## src/rtl/maxpool_argmax_unit.sv

```systemverilog
module maxpool_argmax_unit #(
  parameter int DW = 16,
  parameter int W  = 7,
  parameter int H  = 8,
  parameter int K  = 2,
  localparam int PW  = W / K,
  localparam int PH  = H / K,
  localparam int NP  = PW * PH,
  localparam int NE  = W * H,
  localparam int AW  = (NE > 1) ? $clog2(NE) : 1,
  localparam int PAW = (NP > 1) ? $clog2(NP) : 1
) (
  input  logic                 clk,
  input  logic                 rst_n,
  input  logic                 start,
  input  logic                 mode,
  output logic                 busy,
  output logic                 done,
  input  logic                 in_we,
  input  logic [AW-1:0]        in_addr,
  input  logic signed [DW-1:0] in_data,
  input  logic                 pg_we,
  input  logic [PAW-1:0]       pg_addr,
  input  logic signed [DW-1:0] pg_data,
  input  logic [PAW-1:0]       prd_addr,
  output logic signed [DW-1:0] pool_q,
  output logic [AW-1:0]        loc_q,
  input  logic [AW-1:0]        grd_addr,
  output logic signed [DW-1:0] grad_q
);

  typedef enum logic [1:0] {S_IDLE, S_FWD, S_CLR, S_SCT} state_t;

  state_t state;
  logic signed [DW-1:0] in_mem   [NE];
  logic signed [DW-1:0] grad_mem [NE];
  logic signed [DW-1:0] pool_mem [NP];
  logic signed [DW-1:0] pg_mem   [NP];
  logic [AW-1:0]        loc_mem  [NP];

  int oi, oj, ki, kj, cidx, pidx;
  logic signed [DW-1:0] run_max;
  logic [AW-1:0]        run_loc;

  int faddr, widx;
  logic signed [DW-1:0] cand, new_max;
  logic [AW-1:0] new_loc, sct_addr;
  logic first_el, last_el, take, fwd_wr, clr_phase, sct_phase;

  assign faddr     = (oi * K + ki) * H + (oj * K + kj);
  assign widx      = oi * PH + oj;
  assign cand      = in_mem[faddr];
  assign first_el  = (ki == 0) && (kj == 0);
  assign last_el   = (ki == K - 1) && (kj == K - 1);
  assign take      = first_el || (cand > run_max);
  assign new_max   = take ? cand : run_max;
  assign new_loc   = take ? AW'(faddr) : run_loc;
  assign fwd_wr    = (state == S_FWD) && last_el;
  assign clr_phase = (state == S_CLR);
  assign sct_phase = (state == S_SCT);
  assign sct_addr  = loc_mem[pidx];
  assign busy      = (state != S_IDLE);

  assign pool_q = pool_mem[prd_addr];
  assign loc_q  = loc_mem[prd_addr];
  assign grad_q = grad_mem[grd_addr];

  always_ff @(posedge clk) begin
    if (in_we) in_mem[in_addr] <= in_data;
    if (pg_we) pg_mem[pg_addr] <= pg_data;
    if (fwd_wr) begin
      pool_mem[widx] <= new_max;
      loc_mem[widx]  <= new_loc;
    end
    if (clr_phase) grad_mem[cidx] <= '0;
    else if (sct_phase) grad_mem[sct_addr] <= pg_mem[pidx];
  end

  always_ff @(posedge clk or negedge rst_n) begin
    if (!rst_n) begin
      state   <= S_IDLE;
      done    <= 1'b0;
      oi      <= 0;
      oj      <= 0;
      ki      <= 0;
      kj      <= 0;
      cidx    <= 0;
      pidx    <= 0;
      run_max <= '0;
      run_loc <= '0;
    end else begin
      done <= 1'b0;
      case (state)
        S_IDLE: if (start) begin
          state <= mode ? S_CLR : S_FWD;
          oi <= 0; oj <= 0; ki <= 0; kj <= 0;
          cidx <= 0; pidx <= 0;
        end
        S_FWD: begin
          run_max <= new_max;
          run_loc <= new_loc;
          if (kj != K - 1) kj <= kj + 1;
          else begin
            kj <= 0;
            if (ki != K - 1) ki <= ki + 1;
            else begin
              ki <= 0;
              if (oj != PH - 1) oj <= oj + 1;
              else begin
                oj <= 0;
                if (oi != PW - 1) oi <= oi + 1;
                else begin
                  oi    <= 0;
                  state <= S_IDLE;
                  done  <= 1'b1;
                end
              end
            end
          end
        end
        S_CLR: begin
          if (cidx != NE - 1) cidx <= cidx + 1;
          else state <= S_SCT;
        end
        S_SCT: begin
          if (pidx != NP - 1) pidx <= pidx + 1;
          else begin
            state <= S_IDLE;
            done  <= 1'b1;
          end
        end
        default: state <= S_IDLE;
      endcase
    end
  end

endmodule

```

## config.mk

```make
export PLATFORM = sky130hd
export DESIGN_NAME = maxpool_argmax_unit
export DESIGN_NICKNAME = d
export VERILOG_FILES = /design/src/rtl/maxpool_argmax_unit.sv
export SDC_FILE = /design/constraint.sdc
export NUM_CORES = 2
export LEC_CHECK = 0
export ABC_AREA = 1
export BUFFER_PORTS_ARGS = -buffer_cell sky130_fd_sc_hd__clkbuf_2
export CELL_PAD_IN_SITES_DETAIL_PLACEMENT = 1
export CELL_PAD_IN_SITES_GLOBAL_PLACEMENT = 1
export CORE_UTILIZATION = 55
export CTS_BUF_LIST = sky130_fd_sc_hd__clkbuf_2 sky130_fd_sc_hd__clkbuf_4 sky130_fd_sc_hd__clkbuf_8
export CTS_CLUSTER_SIZE = 24
export DETAILED_ROUTE_END_ITERATION = 8
export GPL_ROUTABILITY_DRIVEN = 1
export PLACE_DENSITY = 0.89
export RECOVER_POWER = 50
export SYNTH_ARGS = -nofsm -noshare
export SYNTH_HDL_FRONTEND = slang
export SYNTH_SLANG_ARGS = --single-unit
```

## constraint.sdc

```tcl
create_clock -name clk -period 12.1 [get_ports clk]
set_clock_uncertainty 0.15 [all_clocks]
set_input_delay 2.42 -clock clk [delete_from_list [all_inputs] [get_ports clk]]
set_output_delay 2.42 -clock clk [all_outputs]
set_load 0.02 [all_outputs]
```

==> results.tsv <==
stage	metric	value	unit
cells_and_area	register_area	72940	sq um
synth	post_synth_inst_count	9257	
sta	timing_hold_violations_final	0	
clock_tree	cts_hold_buf	0	
synth	synth_seq_area_share	0.6958	
synth	synth.cell_area	104800	sq um
floorplan	die_x	438.6	um
global_route	total_routing_usage_gr	0.3870	
cells_and_area	multi_input_comb_area	28240	sq um
worst_setup_path	worstPathMaxFanout	67	
floorplan	pin_count	98	
cells_and_area	post_layout_nonfiller_instances	12236	
synth	syn_area_per_cell	11.32	sq um
clock_tree	cts_max_path_buffers	4	
power_and_ir_drop	power_density	149.5	nW/um^2
worst_setup_path	logic_depth_of_the_worst_register_to_register_path	11	
routing	route.met3.wl	41540	um
routing	detail_route_antenna_nets	0	
synth	synth-edff-count	2248	
worst_hold_path	worstHoldPathType	register to register	
sta	finalSetupViolations	0	
sta	timing.slew.headroom	-1.916	
routing	wirelength	377600	um
worst_setup_path	rr_endpoint	oj[7]	
synth	netlist-cell-type-count	54	
global_route	grt_pass1_vias	87656	
worst_setup_path	cp-start-kind	register	
synth	synth.net_count	9355	
routing	detail_route.wirelength.met1	128100	um
worst_setup_path	cp_slowest_cell	sky130_fd_sc_hd__clkbuf_1	
synth	yosys_warnings	0	
synth	synthMuxAreaShare	0	
power_and_ir_drop	power	17.28	mW
floorplan	core_area	188600	sq um
worst_setup_path	r2r_setup_slack	2.19	ns
place	detailedPlacementHpwl	205100	um
synth	synth-seq-cells	2465	
clock_tree	cts_root_buffer	sky130_fd_sc_hd__clkbuf_8	
floorplan	std_cell_rows	159	
cells_and_area	final_layout_size_suffix_gt1_frac	0.1007	
routing	dr.pass1.iters	6	
worst_setup_path	cp-endpoint	oj[7]	
worst_setup_path	crit_top_cell	sky130_fd_sc_hd__nor2_1	
place	globalplace.congestion	0.9023	
place	placed_cells	11517	
run	timing.max_cap.violations	37	
synth	synth_compound_gate_area_share	0.08820	
routing	vias	82521	
run_status	violated_checks	capacitance limit, slew limit	
sta	grt_setup_unrepaired	no	
clock_tree	post-cts-setup-buffer-count	0	
sta	max_slew.worst_pin.slew	4.374	ns
floorplan	floorplan.die.height	438.6	um
sta	fin_crit	9.906	ns
clock_tree	clock-sinks	2465	
worst_setup_path	worstSetupEndpointType	register	
clock_tree	cts_tree	yes	
synth	yosys.area_share.simple	0.1640	
place	count_of_port_buffers_added_during_placement	97	
cells_and_area	final.fill_count	19343	
worst_setup_path	critPathRequiredTime	12.92	ns
synth	synth_xor_xnor_area_share	0.009442	
routing	dr.first_iter.drc_count	11674	
clock_tree	cts_resized	0	
cells_and_area	final_nets	9528	
floorplan	floorplan.initialDensity	0.5558	
worst_setup_path	startpoint	state[1]	
clock_tree	cts.htree.levels	5	
worst_setup_path	cp.arrival	10.73	ns
worst_setup_path	r2r-start	state[1]	
routing	route.detailed.vias_per_inst	6.744	
worst_setup_path	crit_path_cell_trace	nor2_1 > clkinv_1 > clkbuf_1 > nand2_1 > inv_1 > nor2_4 > nand2_2 > inv_2 > nand2_4 > o21ai_1 > nor2_1	
routing	dr_wl_cell	30.86	um
clock_tree	cts-buffers-inserted	406	
cells_and_area	flow.area_growth_from_synthesis	10.26	%
sta	fin_crit_sh	0.8187	
global_route	grt_antenna_before_repair	17	
worst_setup_path	largest_incremental_delay_on_the_critical_path	2.77	ns
global_route	pin_count_of_the_biggest_net_entering_global_routing	189	
synth	ys.flop_type	sky130_fd_sc_hd__edfxtp_1	
floorplan	design.die.area	192300	sq um
power_and_ir_drop	p_leak	38.71	nW
power_and_ir_drop	irDropWorstVdd	0.1641	mV
global_route	grt_overflow	0	
synth	synth_top_family_by_area	simple AND/OR/NAND/NOR gates	
sta	hold-worst-slack	0.3296	ns
sta	timing_max_transition_violations_final	1622	
synth	postSynth.asyncResetShare	0.08803	
clock_tree	worst_skew_pair.late_latency	1.17	ns
routing	highest-signal-layer	met5	
synth	post_synth_fa_ha_maj_area_fraction	0.004990	
clock_tree	clk_transition_reported_paths	0.07	ns
global_route	grt_pass1_wl	556100	um
sta	max_freq	100.9	MHz
routing	detail_route.drc_violations	0	
routing	met2_length	178100	um
sta	setup-tns-final	0	ns
worst_setup_path	worst-setup-path-type	register to register	
run_status	outcome	complete, but fails checks	
## power by group
| group | internal, mW | switching, mW | leakage, nW |
|---|---|---|---|
| logic | 0.0982 | 0.438 | 13.7 |
| registers | 9.27 | 0.0114 | 20.8 |
| clock network | 3.90 | 3.56 | 4.16 |
## worst min path at each step
stage | startpoint | to | slack, ns | cells past startpoint
2_1_floorplan | run_loc[0] | run_loc[0] | 0.29 | 2
3_5_place_dp | run_loc[0] | run_loc[0] | 0.31 | 2
6_report | run_loc[3] | run_loc[3] | 0.33 | 2
4_1_cts | run_loc[3] | run_loc[3] | 0.33 | 2
5_1_grt | run_loc[0] | run_loc[0] | 0.35 | 2
3_3_place_gp | run_loc[5] | run_loc[5] | 0.30 | 2
## final cells by class
cell class              instances  area share
flip-flops and latches       2465      0.6311
well taps                    2495     0.02701
clock inverters               129    0.006907
repair buffers                322     0.01612
diodes                         10   0.0002165
clock buffers                 580     0.06095
inverters                     402     0.01334
multi-input cells            5833      0.2443
## cells in the final DEF (no fill, tap or decap), types with 128 or more instances in the layout
cell | netlist | final
sky130_fd_sc_hd__clkbuf_8 | 0 | 430
sky130_fd_sc_hd__nand3_1 | 895 | 895
sky130_fd_sc_hd__clkbuf_4 | 0 | 150
sky130_fd_sc_hd__nand2_1 | 1596 | 1597
sky130_fd_sc_hd__edfxtp_1 | 2248 | 2248
sky130_fd_sc_hd__nor2_1 | 1203 | 1193
sky130_fd_sc_hd__o21ai_0 | 931 | 932
sky130_fd_sc_hd__inv_1 | 373 | 373
sky130_fd_sc_hd__o22ai_1 | 317 | 317
sky130_fd_sc_hd__buf_4 | 13 | 128
sky130_fd_sc_hd__dfrtp_1 | 217 | 214
## metal layers
metal | global-route usage | vias up
met5 | 0 | -
met4 | 0.2684 | 10
met3 | 0.08961 | 1939
met2 | 0.6230 | 6504
met1 | 0.4632 | 40609
li1 | - | 33459
## metrics by stage
step                  util  worst slack, ns  area (sq um)
CTS                 0.6150            3.400        116000
global placement    0.5734            3.702        108100
detailed placement  0.5734            3.546        108100
finish              0.6128            2.194        115600
floorplan                -            5.643        104800
global route        0.6128            1.966        115600
## flip-flops by register name, summed over array words and instances, names as in the netlist, 2 cells and up
register,flops
cidx,32
grad_mem,896
in_mem,896
ki,32
kj,32
loc_mem,72
oi,32
oj,32
pg_mem,192
pidx,32
pool_mem,192
run_loc,6
run_max,16
state,2
## Yosys cell counts, types with 10 or more instances
| cell type | count | area (sq um) |
|---|---|---|
| sky130_fd_sc_hd__and2_1 | 21 | 131.4 |
| sky130_fd_sc_hd__nor3_1 | 102 | 510.5 |
| sky130_fd_sc_hd__inv_2 | 24 | 90.09 |
| sky130_fd_sc_hd__or2_2 | 25 | 156.4 |
| sky130_fd_sc_hd__nand4_1 | 93 | 581.8 |
| sky130_fd_sc_hd__nor4_1 | 43 | 269.0 |
| sky130_fd_sc_hd__nand3_1 | 895 | 4479 |
| sky130_fd_sc_hd__buf_4 | 13 | 97.59 |
| sky130_fd_sc_hd__nor2_2 | 10 | 62.56 |
| sky130_fd_sc_hd__a211oi_1 | 11 | 82.58 |
| sky130_fd_sc_hd__buf_2 | 195 | 975.9 |
| sky130_fd_sc_hd__o221ai_1 | 51 | 446.7 |
| sky130_fd_sc_hd__clkbuf_1 | 296 | 1111 |
| sky130_fd_sc_hd__a21oi_1 | 87 | 435.4 |
| sky130_fd_sc_hd__nor2_1 | 1203 | 4516 |
| sky130_fd_sc_hd__o21ai_2 | 13 | 113.9 |
| sky130_fd_sc_hd__inv_1 | 373 | 1400 |
| sky130_fd_sc_hd__nand3b_1 | 10 | 75.07 |
| sky130_fd_sc_hd__a31oi_1 | 28 | 175.2 |
| sky130_fd_sc_hd__ha_1 | 37 | 462.9 |
| sky130_fd_sc_hd__nand3_2 | 11 | 110.1 |
| sky130_fd_sc_hd__o211ai_1 | 119 | 893.4 |
| sky130_fd_sc_hd__nand2_1 | 1596 | 5991 |
| sky130_fd_sc_hd__o21ai_1 | 56 | 280.3 |
| sky130_fd_sc_hd__o31ai_1 | 15 | 112.6 |
| sky130_fd_sc_hd__edfxtp_1 | 2248 | 67500 |
| sky130_fd_sc_hd__buf_1 | 47 | 176.4 |
| sky130_fd_sc_hd__dfrtp_1 | 217 | 5430 |
| sky130_fd_sc_hd__o21ai_0 | 931 | 4659 |
| sky130_fd_sc_hd__o22ai_1 | 317 | 1983 |
| sky130_fd_sc_hd__xor2_1 | 104 | 910.9 |
## worst max-delay path, delay by kind of cell, from the launching register on
kind,cells,cell delay (ns)
AOI/OAI and AO/OA,1,0.20
buffers and inverters,4,4.29
DFF,1,0.96
and+or+nand+nor,6,4.05
## cells by family after synthesis
family | after synthesis
simple gates | 4044
compound gates | 1636
buf+inv | 959
flops | 2465
xor+xnor | 113
fa+ha+maj | 40
Power figures use the tool's default switching activity.
